`config.mk`:
```
export PLATFORM = sky130hd
export DESIGN_NAME = sdram_cmd_ctrl
export DESIGN_NICKNAME = d
export VERILOG_FILES = /design/src/rtl/sdram_cmd_pkg.sv /design/src/rtl/sdram_refresh_timer.sv /design/src/rtl/sdram_rd_capture.sv /design/src/rtl/sdram_cmd_ctrl.sv
export SDC_FILE = /design/constraint.sdc
export NUM_CORES = 1
export LEC_CHECK = 0
export CAP_MARGIN = 20
export CORE_ASPECT_RATIO = 1.5
export CORE_MARGIN = 2
export CORE_UTILIZATION = 50
export DETAILED_ROUTE_END_ITERATION = 7
export DONT_BUFFER_PORTS = 1
export MAX_ROUTING_LAYER = met4
export PLACE_DENSITY = 0.73
export RECOVER_POWER = 50
export SYNTH_ARGS = -nofsm -noshare
export SYNTH_HDL_FRONTEND = slang
export SYNTH_HIERARCHICAL = 1
export SYNTH_SLANG_ARGS = --single-unit
```
`constraint.sdc`:
```
create_clock -name clk -period 7.74 [get_ports clk]
set_input_delay 1.548 -clock clk [delete_from_list [all_inputs] [get_ports clk]]
set_output_delay 1.548 -clock clk [all_outputs]
set_load 0.02 [all_outputs]
```
`src/rtl/sdram_cmd_pkg.sv`:
```
package sdram_cmd_pkg;

  // {cs_n, ras_n, cas_n, we_n}
  typedef enum logic [3:0] {
    CMD_MRS = 4'b0000,
    CMD_REF = 4'b0001,
    CMD_PRE = 4'b0010,
    CMD_ACT = 4'b0011,
    CMD_WR  = 4'b0100,
    CMD_RD  = 4'b0101,
    CMD_NOP = 4'b0111
  } sdram_cmd_e;

  typedef enum logic [2:0] {
    ST_WAIT, ST_PRE, ST_REF1, ST_REF2, ST_MRS, ST_IDLE, ST_RW
  } ctrl_state_e;

  function automatic int unsigned cyc_ceil(int unsigned ps, int unsigned clk_ps);
    return (ps + clk_ps - 1) / clk_ps;
  endfunction

  function automatic int unsigned cyc_floor(int unsigned ps, int unsigned clk_ps);
    return ps / clk_ps;
  endfunction

endpackage

```
`src/rtl/sdram_refresh_timer.sv`:
```
module sdram_refresh_timer #(
  parameter int unsigned INTERVAL = 2083
) (
  input  logic clk,
  input  logic rst_n,
  input  logic run,
  input  logic ack,
  output logic pending
);
  localparam int unsigned CW = $clog2(INTERVAL + 1);

  logic [CW-1:0] cnt_q, cnt_n;
  logic          pend_n;
  logic          wrap;

  assign wrap = (cnt_q == CW'(INTERVAL - 1));

  always_comb begin
    cnt_n  = cnt_q;
    pend_n = pending;
    if (run) cnt_n = wrap ? '0 : cnt_q + 1'b1;
    if (ack) pend_n = 1'b0;
    if (run && wrap) pend_n = 1'b1;
  end

  always_ff @(posedge clk or negedge rst_n) begin
    if (!rst_n) begin
      cnt_q   <= '0;
      pending <= 1'b0;
    end else begin
      cnt_q   <= cnt_n;
      pending <= pend_n;
    end
  end

  // an acknowledged refresh leaves no request behind
  a_r9_ack_clears: assert property (@(posedge clk) disable iff (!rst_n)
    ack |=> !pending);

endmodule

```
`src/rtl/sdram_rd_capture.sv`:
```
module sdram_rd_capture #(
  parameter int unsigned DATA_W = 16,
  parameter int unsigned MAX_CL = 3
) (
  input  logic              clk,
  input  logic              rst_n,
  input  logic              rd_issue,
  input  logic              cl3,
  input  logic [DATA_W-1:0] dq_in,
  output logic              rd_valid,
  output logic [DATA_W-1:0] rd_data
);
  logic [MAX_CL-1:0] pipe_q;
  logic              tap;

  // pipe_q[k] set means READ was sampled k+1 edges ago
  assign tap = cl3 ? pipe_q[MAX_CL-1] : pipe_q[MAX_CL-2];

  always_ff @(posedge clk or negedge rst_n) begin
    if (!rst_n) begin
      pipe_q   <= '0;
      rd_valid <= 1'b0;
      rd_data  <= '0;
    end else begin
      pipe_q   <= {pipe_q[MAX_CL-2:0], rd_issue};
      rd_valid <= tap;
      if (tap) rd_data <= dq_in;
    end
  end

  // reads are a full row cycle apart, so the strobe is a single pulse
  a_r8_single_pulse: assert property (@(posedge clk) disable iff (!rst_n)
    rd_valid |=> !rd_valid);

endmodule

```
`src/rtl/sdram_cmd_ctrl.sv`:
```
module sdram_cmd_ctrl
  import sdram_cmd_pkg::*;
#(
  parameter int unsigned CLK_PS     = 7500,
  parameter int unsigned TRCD_PS    = 20000,
  parameter int unsigned TRP_PS     = 20000,
  parameter int unsigned TRC_PS     = 67500,
  parameter int unsigned REFI_PS    = 15_625_000,
  parameter int unsigned POWERUP_PS = 100_000_000,
  parameter int unsigned BANK_W     = 2,
  parameter int unsigned ROW_W      = 12,
  parameter int unsigned COL_W      = 8,
  parameter int unsigned DATA_W     = 16
) (
  input  logic                            clk,
  input  logic                            rst_n,
  input  logic                            cas_lat_3,
  input  logic                            req_valid,
  output logic                            req_ready,
  input  logic                            req_write,
  input  logic [BANK_W+ROW_W+COL_W-1:0]   req_addr,
  input  logic [DATA_W-1:0]               req_wdata,
  output logic                            rd_valid,
  output logic [DATA_W-1:0]               rd_data,
  output logic                            sd_cs_n,
  output logic                            sd_ras_n,
  output logic                            sd_cas_n,
  output logic                            sd_we_n,
  output logic [BANK_W-1:0]               sd_ba,
  output logic [ROW_W-1:0]                sd_a,
  output logic [DATA_W-1:0]               sd_dq_out,
  output logic                            sd_dq_oe,
  input  logic [DATA_W-1:0]               sd_dq_in
);
  localparam int unsigned ADDR_W  = BANK_W + ROW_W + COL_W;
  localparam int unsigned TRCD_C  = cyc_ceil(TRCD_PS, CLK_PS);
  localparam int unsigned TRP_C   = cyc_ceil(TRP_PS, CLK_PS);
  localparam int unsigned TRC_C   = cyc_ceil(TRC_PS, CLK_PS);
  localparam int unsigned TMRD_C  = 2;
  localparam int unsigned PWR_C   = cyc_ceil(POWERUP_PS, CLK_PS);
  localparam int unsigned REFI_C  = cyc_floor(REFI_PS, CLK_PS);
  localparam int unsigned CNT_MAX = (PWR_C > TRC_C) ? PWR_C : TRC_C;
  localparam int unsigned CNT_W   = $clog2(CNT_MAX + 1);
  localparam int unsigned PRE_BIT = 10;
  localparam int unsigned SINCE_W = $clog2(TRC_C + 1);

  // synchronous release of the asynchronous reset
  logic [1:0] rst_sync_q;
  logic       rst_ni;
  always_ff @(posedge clk or negedge rst_n) begin
    if (!rst_n) rst_sync_q <= '0;
    else        rst_sync_q <= {rst_sync_q[0], 1'b1};
  end
  assign rst_ni = rst_sync_q[1];

  ctrl_state_e              state_q, state_n, ret_q, ret_n;
  logic [CNT_W-1:0]         cnt_q, cnt_n;
  sdram_cmd_e               cmd_q, cmd_n;
  logic [BANK_W-1:0]        ba_n;
  logic [ROW_W-1:0]         a_n;
  logic [DATA_W-1:0]        dqo_n, wdata_q, wdata_n;
  logic                     oe_n, we_q, we_n, cl3_q, cl3_n, init_done_q, init_done_n;
  logic [COL_W-1:0]         col_q, col_n;
  logic                     ref_pend, ref_ack;

  assign req_ready = (state_q == ST_IDLE) && !ref_pend;
  assign {sd_cs_n, sd_ras_n, sd_cas_n, sd_we_n} = cmd_q;

  always_comb begin
    state_n     = state_q;
    ret_n       = ret_q;
    cnt_n       = cnt_q;
    cmd_n       = CMD_NOP;
    ba_n        = sd_ba;
    a_n         = sd_a;
    dqo_n       = sd_dq_out;
    oe_n        = 1'b0;
    we_n        = we_q;
    col_n       = col_q;
    wdata_n     = wdata_q;
    cl3_n       = cl3_q;
    init_done_n = init_done_q;
    ref_ack     = 1'b0;
    unique case (state_q)
      ST_WAIT: begin
        if (cnt_q == '0) state_n = ret_q;
        else             cnt_n   = cnt_q - 1'b1;
      end
      ST_PRE: begin
        cmd_n = CMD_PRE;
        a_n = '0; a_n[PRE_BIT] = 1'b1;
        state_n = ST_WAIT; cnt_n = CNT_W'(TRP_C - 2); ret_n = ST_REF1;
      end
      ST_REF1: begin
        cmd_n = CMD_REF;
        state_n = ST_WAIT; cnt_n = CNT_W'(TRC_C - 2); ret_n = ST_REF2;
      end
      ST_REF2: begin
        cmd_n = CMD_REF;
        state_n = ST_WAIT; cnt_n = CNT_W'(TRC_C - 2); ret_n = ST_MRS;
      end
      ST_MRS: begin
        cmd_n = CMD_MRS;
        ba_n = '0;
        a_n = '0; a_n[6:4] = cas_lat_3 ? 3'd3 : 3'd2;
        cl3_n = cas_lat_3;
        init_done_n = 1'b1;
        state_n = ST_WAIT; cnt_n = CNT_W'(TMRD_C - 2); ret_n = ST_IDLE;
      end
      ST_IDLE: begin
        if (ref_pend) begin
          cmd_n = CMD_REF;
          ref_ack = 1'b1;
          state_n = ST_WAIT; cnt_n = CNT_W'(TRC_C - 2); ret_n = ST_IDLE;
        end else if (req_valid) begin
          cmd_n   = CMD_ACT;
          ba_n    = req_addr[ADDR_W-1 -: BANK_W];
          a_n     = req_addr[COL_W +: ROW_W];
          we_n    = req_write;
          col_n   = req_addr[0 +: COL_W];
          wdata_n = req_wdata;
          state_n = ST_WAIT; cnt_n = CNT_W'(TRCD_C - 2); ret_n = ST_RW;
        end
      end
      ST_RW: begin
        cmd_n = we_q ? CMD_WR : CMD_RD;
        a_n = '0; a_n[COL_W-1:0] = col_q; a_n[PRE_BIT] = 1'b1;
        oe_n  = we_q;
        dqo_n = wdata_q;
        state_n = ST_WAIT; cnt_n = CNT_W'(TRC_C - TRCD_C - 2); ret_n = ST_IDLE;
      end
      default: state_n = ST_IDLE;
    endcase
  end

  always_ff @(posedge clk or negedge rst_ni) begin
    if (!rst_ni) begin
      state_q     <= ST_WAIT;
      ret_q       <= ST_PRE;
      cnt_q       <= CNT_W'(PWR_C - 1);
      cmd_q       <= CMD_NOP;
      sd_ba       <= '0;
      sd_a        <= '0;
      sd_dq_out   <= '0;
      sd_dq_oe    <= 1'b0;
      we_q        <= 1'b0;
      col_q       <= '0;
      wdata_q     <= '0;
      cl3_q       <= 1'b0;
      init_done_q <= 1'b0;
    end else begin
      state_q     <= state_n;
      ret_q       <= ret_n;
      cnt_q       <= cnt_n;
      cmd_q       <= cmd_n;
      sd_ba       <= ba_n;
      sd_a        <= a_n;
      sd_dq_out   <= dqo_n;
      sd_dq_oe    <= oe_n;
      we_q        <= we_n;
      col_q       <= col_n;
      wdata_q     <= wdata_n;
      cl3_q       <= cl3_n;
      init_done_q <= init_done_n;
    end
  end

  sdram_refresh_timer #(.INTERVAL(REFI_C)) u_refresh (
    .clk(clk), .rst_n(rst_ni), .run(init_done_q), .ack(ref_ack), .pending(ref_pend)
  );

  sdram_rd_capture #(.DATA_W(DATA_W), .MAX_CL(3)) u_capture (
    .clk(clk), .rst_n(rst_ni), .rd_issue(cmd_q == CMD_RD), .cl3(cl3_q),
    .dq_in(sd_dq_in), .rd_valid(rd_valid), .rd_data(rd_data)
  );

  // Independent spacing observers for the checks below
  logic [SINCE_W-1:0] since_act_q, since_row_q;
  always_ff @(posedge clk or negedge rst_ni) begin
    if (!rst_ni) begin
      since_act_q <= SINCE_W'(TRC_C);
      since_row_q <= SINCE_W'(TRC_C);
    end else begin
      if (cmd_q == CMD_ACT)                   since_act_q <= SINCE_W'(1);
      else if (since_act_q != SINCE_W'(TRC_C)) since_act_q <= since_act_q + 1'b1;
      if (cmd_q == CMD_ACT || cmd_q == CMD_REF) since_row_q <= SINCE_W'(1);
      else if (since_row_q != SINCE_W'(TRC_C)) since_row_q <= since_row_q + 1'b1;
    end
  end

  // column command exactly tRCD after its ACTIVE
  a_r5_trcd: assert property (@(posedge clk) disable iff (!rst_ni)
    (cmd_q == CMD_RD || cmd_q == CMD_WR) |-> since_act_q == SINCE_W'(TRCD_C));
  // row cycle respected between ACTIVE/REFRESH commands
  a_r6_trc: assert property (@(posedge clk) disable iff (!rst_ni)
    (cmd_q == CMD_ACT || cmd_q == CMD_REF) |-> since_row_q == SINCE_W'(TRC_C));
  // data driven only alongside WRITE
  a_r7_oe_write: assert property (@(posedge clk) disable iff (!rst_ni)
    sd_dq_oe |-> cmd_q == CMD_WR);
  // an accepted request closes the port for the next cycle
  a_r11_busy: assert property (@(posedge clk) disable iff (!rst_ni)
    (req_valid && req_ready) |=> !req_ready);
  // no request taken before the mode register is written
  a_r2_ready_after_init: assert property (@(posedge clk) disable iff (!rst_ni)
    req_ready |-> init_done_q);

endmodule

```
# [Word level (Yosys, flattened, before mapping)]
# Index checks and enable logic that the tools add are counted.
[word_totals] regBits=117
[op_classes] addsub=2 n_eq_ne=13 muxes=29 n_bitwise=1 reduce_logical=19
[op_table] cell="14-bit case mux with 6 select lines" count=1
[op_table] cell="12-bit case mux with 4 select lines" count=1
[op_table] cell="14-bit 2-to-1 mux" count=3
[op_table] cell="12-bit 2-to-1 mux" count=3
[op_table] cell="3-bit case mux with 5 select lines" count=2
[op_table] cell="3-bit 2-to-1 mux" count=7
[op_table] cell="14-bit zero test" count=1
[op_table] cell="14-bit by 1-bit subtractor with 14-bit output (second input constant)" count=1
[op_table] cell="12-bit by 1-bit adder with 12-bit output (second input constant)" count=1
[op_table] cell="12-bit == test (second input constant)" count=1
[op_table] cell="3-bit AND reduction" count=4
[op_table] cell="3-bit == test (second input constant)" count=3
[op_table] cell="3-bit case mux with 3 select lines" count=1
[op_table] cell="1-bit 2-to-1 mux" count=8
[op_table] cell="2-bit != test (second input constant)" count=4
[op_table] cell="3-bit by 2-bit == test with 1-bit output (second input constant)" count=2
[op_table] cell="6-bit nonzero test" count=1
[op_table] cell="5-bit nonzero test" count=1
[op_table] cell="5-bit OR reduction" count=1
[op_table] cell="4-bit by 3-bit == test with 1-bit output (second input constant)" count=1
[op_table] cell="2-bit 2-to-1 mux" count=2
[op_table] cell="2-bit case mux with 2 select lines" count=1
[op_table] cell="2-bit AND reduction" count=2
[op_table] cell="2-bit nonzero test" count=2
[op_table] cell="8 further kinds" count=10

# [Depth between registers and ports, before layout]
[depth] ltp_word=4 mapped_depth=7

# [By module]
# The synthesis kept the hierarchy.
[by_module_without_submodules] mod="sdram_cmd_ctrl" instances=1 cells_per_inst=352 area_each_um2=3667.3 seq_area_each_um2=2089.5
[by_module_without_submodules] mod="sdram_rd_capture" instances=1 cells_per_inst=39 area_each_um2=752.0 seq_area_each_um2=500.5
[by_module_without_submodules] mod="sdram_refresh_timer" instances=1 cells_per_inst=59 area_each_um2=654.4 seq_area_each_um2=325.3

# [Worst setup path before layout]
# Ideal clock, no wire load.
[synth_timing] kind="input-to-reg" from="input req_valid" to="register cnt_q[6] (netlist name)" arrival_time_ps=2793 required_ps=7619 slack_ps=4825 path_stages=5 cell_sequence="nor2_1 -> o211ai_1 -> o31ai_4 -> or3_1 -> a32o_2"
[synth_rtl] item="start: declaration" line_no="sdram_cmd_ctrl.sv:18" source="input logic req_valid,"

# [Worst setup path in the final report]
[layout_timing] from="register state_q[1]" to="output req_ready"
[layout_between] elab_chain_len=2
[layout_lines] item="start: declaration" line_no="sdram_cmd_ctrl.sv:56" source="ctrl_state_e state_q, state_n, ret_q, ret_n;"
[layout_lines] item="start signal: assignment" line_no="sdram_cmd_ctrl.sv:152" source="state_q <= state_n;"
[layout_lines] item="3-bit == test" line_no="sdram_cmd_ctrl.sv:66" source="assign req_ready = (state_q == ST_IDLE) && !ref_pend;"
[layout_lines] item="1-bit logical AND" line_no="sdram_cmd_ctrl.sv:66"
[layout_lines] item="end: declaration" line_no="sdram_cmd_ctrl.sv:19" source="output logic req_ready,"
# No other way between the ends.

==> summary.txt <==
CTS
  • Clock root cell: clkbuf_16
  • CTS tree: built
  • Post-CTS Setup Inserts: 0
  • CTS buffer count: 17
  • Reg clk slew, reported paths: ~0.060 ns
  • CTS Buffer Depth: 2
  • # clock sinks: ~120
  • Later-pin clock latency in the skew report: 0.41 ns
  • Cts hold-fix bufs: 0
  • H-tree depth: 4
  • Post_cts resized: 0

Outcome
  • Failing checks: max-capacitance violations, max-slew violations
  • Outcome: complete, but fails checks

STA
  • Slew headroom: -0.436
  • Setup TNS: 0 ns
  • Tightest Pin Transition: around 2.2 ns
  • Final Slew Violations: 73
  • Max Freq: 0.289 GHz
  • Final period utilization: 0.447
  • Final min period: between 3 and 4 ns
  • Min setup slack post-route: 4.28 ns
  • Final hold vios: 0
  • Post-Route Skew: between 0.01 and 0.015 ns
  • WHS: approximately 0.35 ns
  • RSZ-0062 raised after global routing: false
  • Final setup violation count: 0

Synth
  • Synthesized cell area: 5070 sq um
  • Async set or reset register ratio after synthesis: 1.00
  • Post-Syn Area per Cell: between 10 and 15 sq um
  • Syn nets: 512
  • EDFF count, synth: 0
  • Post-synthesis cell type count: 56
  • Cells after Synth: 450
  • Yosys reg bits: 116
  • Seq/Total Area, Yosys: 0.575
  • Top_reg_cell synth: dfrtp_1
  • Ys Warns: 6

Worst setup path
  • CP max-delay cell: dfrtp_1
  • Critical Path RT: around 6.2 ns
  • Worst Setup End Kind: output pin
  • Critical path, cell by cell: inv_1 -> nand3_1 -> nor2_1
  • Kind of critical path: register to output pin
  • Crit path max-delay family: simple AND/OR/NAND/NOR gates
  • CP startpoint: state_q[1]$_DFFE_PN0P_
  • CP max FO: 14
  • R2R Path Start: rst_sync_q[1]$_DFF_PN0_
  • CP Buf/Inv Count: 1
  • Critical path's largest stage delay: approximately 0.53 ns
  • Worst Setup Start Kind: register
  • Worst path arrival time: 1.91 ns

Placement
  • Pre-CTS worst setup slack: ~4.6 ns
  • Dpl hpwl: roughly 7.0 mm
  • Number of port buffers: 0
  • Final Wtd Congestion: 0.888
  • Cell Area, Placed: about 5100 sq um

GRT
  • Vias in the first global route: roughly 3,500
  • Initial antenna violation count: 0
  • Total Routing Usage GR: 0.203
  • Total gr overflow: 0
  • Largest net degree at the start of global routing: 62
  • Global-route wire length before repair: 16.8 mm

Cells and area
  • Final nets: 516
  • ANT cells: 0
  • Most common cell after layout, fill and taps aside: dfrtp_1
  • Footprint of the multi-input gates: 1980 sq um
  • FF+latch area: 2920 sq um
  • Share of layout cells above drive strength 1: 0.216
  • Fin area: roughly 5800 sq um
  • Fill count: approximately 830
  • Most frequent cells in the layout: dfrtp_1, nand2_1, mux2_2, nor2_1, o21ai_0
  • Synthesis-to-finish area growth: 13.5%

Drt
  • Final WL: around 10 mm
  • # DRC: 0
  • DR WL/cell: 17.5 microns
  • Antenna-violating nets left: 0
  • Initial DRC Count: approximately 240
  • Drt pass-1 iters: 4
  • Total number of vias: between 3,000 and 4,000
  • Vias/cell: 5.80

Power and ir drop
  • PwrDens: 388 nW/um^2
  • Power, Total: 2.23 mW
  • P_leak: between 2 and 3 nW
  • Worst vdd ir: 0.189 mV

Floorplanning
  • Initial core utilization: 0.506
  • Die Wd: around 86 microns
  • # rows: between 40 and 50
  • IO Pins: 112
  • Die Y: 127 microns
  • Die ar.: between 10,000 and 15,000 sq um
  • Placeable Area: between 10,000 and 15,000 sq um

Hold path
  • Hold Path Class: register to register
  • Hold path startpoint: rst_sync_q[0]$_DFF_PN0_

Flow run
  • Max Cap Viol: 2
power by group:
part	internal (mW)	total (mW)	switching (mW)
logic	0.213	0.424	0.211
clock network	0.557	0.826	0.269
registers	0.764	0.982	0.218
total	1.53	2.23	0.698
sequential cells by signal (all words and copies together), names as in the netlist:
register            flops
cmd_q                   3
u_capture/rd_valid      1
col_q                   8
wdata_q                16
we_q                    1
sd_dq_out              16
u_refresh/cnt_q        12
cnt_q                  14
state_q                 3
rst_sync_q              2
ret_q                   3
sd_a                   12
u_capture/rd_data      16
sd_dq_oe                1
init_done_q             1
cl3_q                   1
u_refresh/pending       1
u_capture/pipe_q        3
sd_ba                   2
stage by stage:
| stage | util | instances |
|---|---|---|
| final | 0.574 | 584 |
| after global routing | 0.574 | 584 |
| after CTS | 0.577 | 583 |
| after detailed placement | 0.513 | 551 |
| after global placement | 0.513 | 551 |
| after floorplan | - | 450 |
cells by family after synthesis:
logic type | synth area share
XOR/XNOR | 0.0207
buffers and inverters | 0.0301
flip-flops | 0.575
AO/OA/AOI/OAI | 0.106
adder cells (fa/ha/maj) | 0.00740
other | 0.00148
AND/OR/NAND/NOR | 0.151
multiplexers | 0.109
layer usage:
metal,global-route usage,up-vias,part of all wire
li1,-,1587,-
met1,0.224,1675,0.39
met2,0.326,107,0.51
met3,0.0795,18,0.074
met4,0.0864,0,0.019
met5,-,-,0
worst paths after layout:
path	to	slack, ns	depth (start not counted)
max	req_ready	4.28	3
min	rst_sync_q[1]$_DFF_PN0_	0.35	0
max reg2reg	sd_dq_out[3]$_DFFE_PN0N_	5.12	1
min reg2reg	rst_sync_q[1]$_DFF_PN0_	0.35	0
max in group asynchronous	sd_dq_out[3]$_DFFE_PN0N_	5.12	1
min in group asynchronous	rst_sync_q[0]$_DFF_PN0_	0.83	0
Yosys cell counts (all sizes together) (2+ instances only):
cell type / count / area (sq um)
a21oi: 13 / 68.8
ha: 3 / 37.5
xnor2: 9 / 78.8
xor2: 3 / 26.3
nand4: 4 / 37.5
or2: 2 / 12.5
buf: 10 / 73.8
nor4: 7 / 56.3
o22ai: 3 / 18.8
dfstp: 10 / 263
clkbuf: 9 / 33.8
dfrtp: 106 / 2650
or3: 7 / 58.8
a211oi: 2 / 15.0
nand3: 5 / 25.0
o211ai: 5 / 37.5
inv: 12 / 45.0
nor3: 9 / 50.1
a31oi: 4 / 25.0
nand2: 86 / 323
mux2i: 3 / 42.5
nor2: 28 / 108
a21o: 3 / 22.5
mux2: 42 / 510
o21ai: 26 / 130
nand2b: 5 / 31.3
o311ai: 3 / 26.3
or4: 4 / 37.5
conb: 2 / 7.51
a22oi: 11 / 82.6
layout make-up:
class | instances | area share
sequential | 116 | 0.506
multi-input combinational | 303 | 0.345
clock inverter | 11 | 0.0304
timing repair buffer | 4 | 0.00522
clock buffer | 21 | 0.0800
tap | 117 | 0.0254
inverter | 12 | 0.00782
Note: power is estimated with default switching activity, not from simulation.
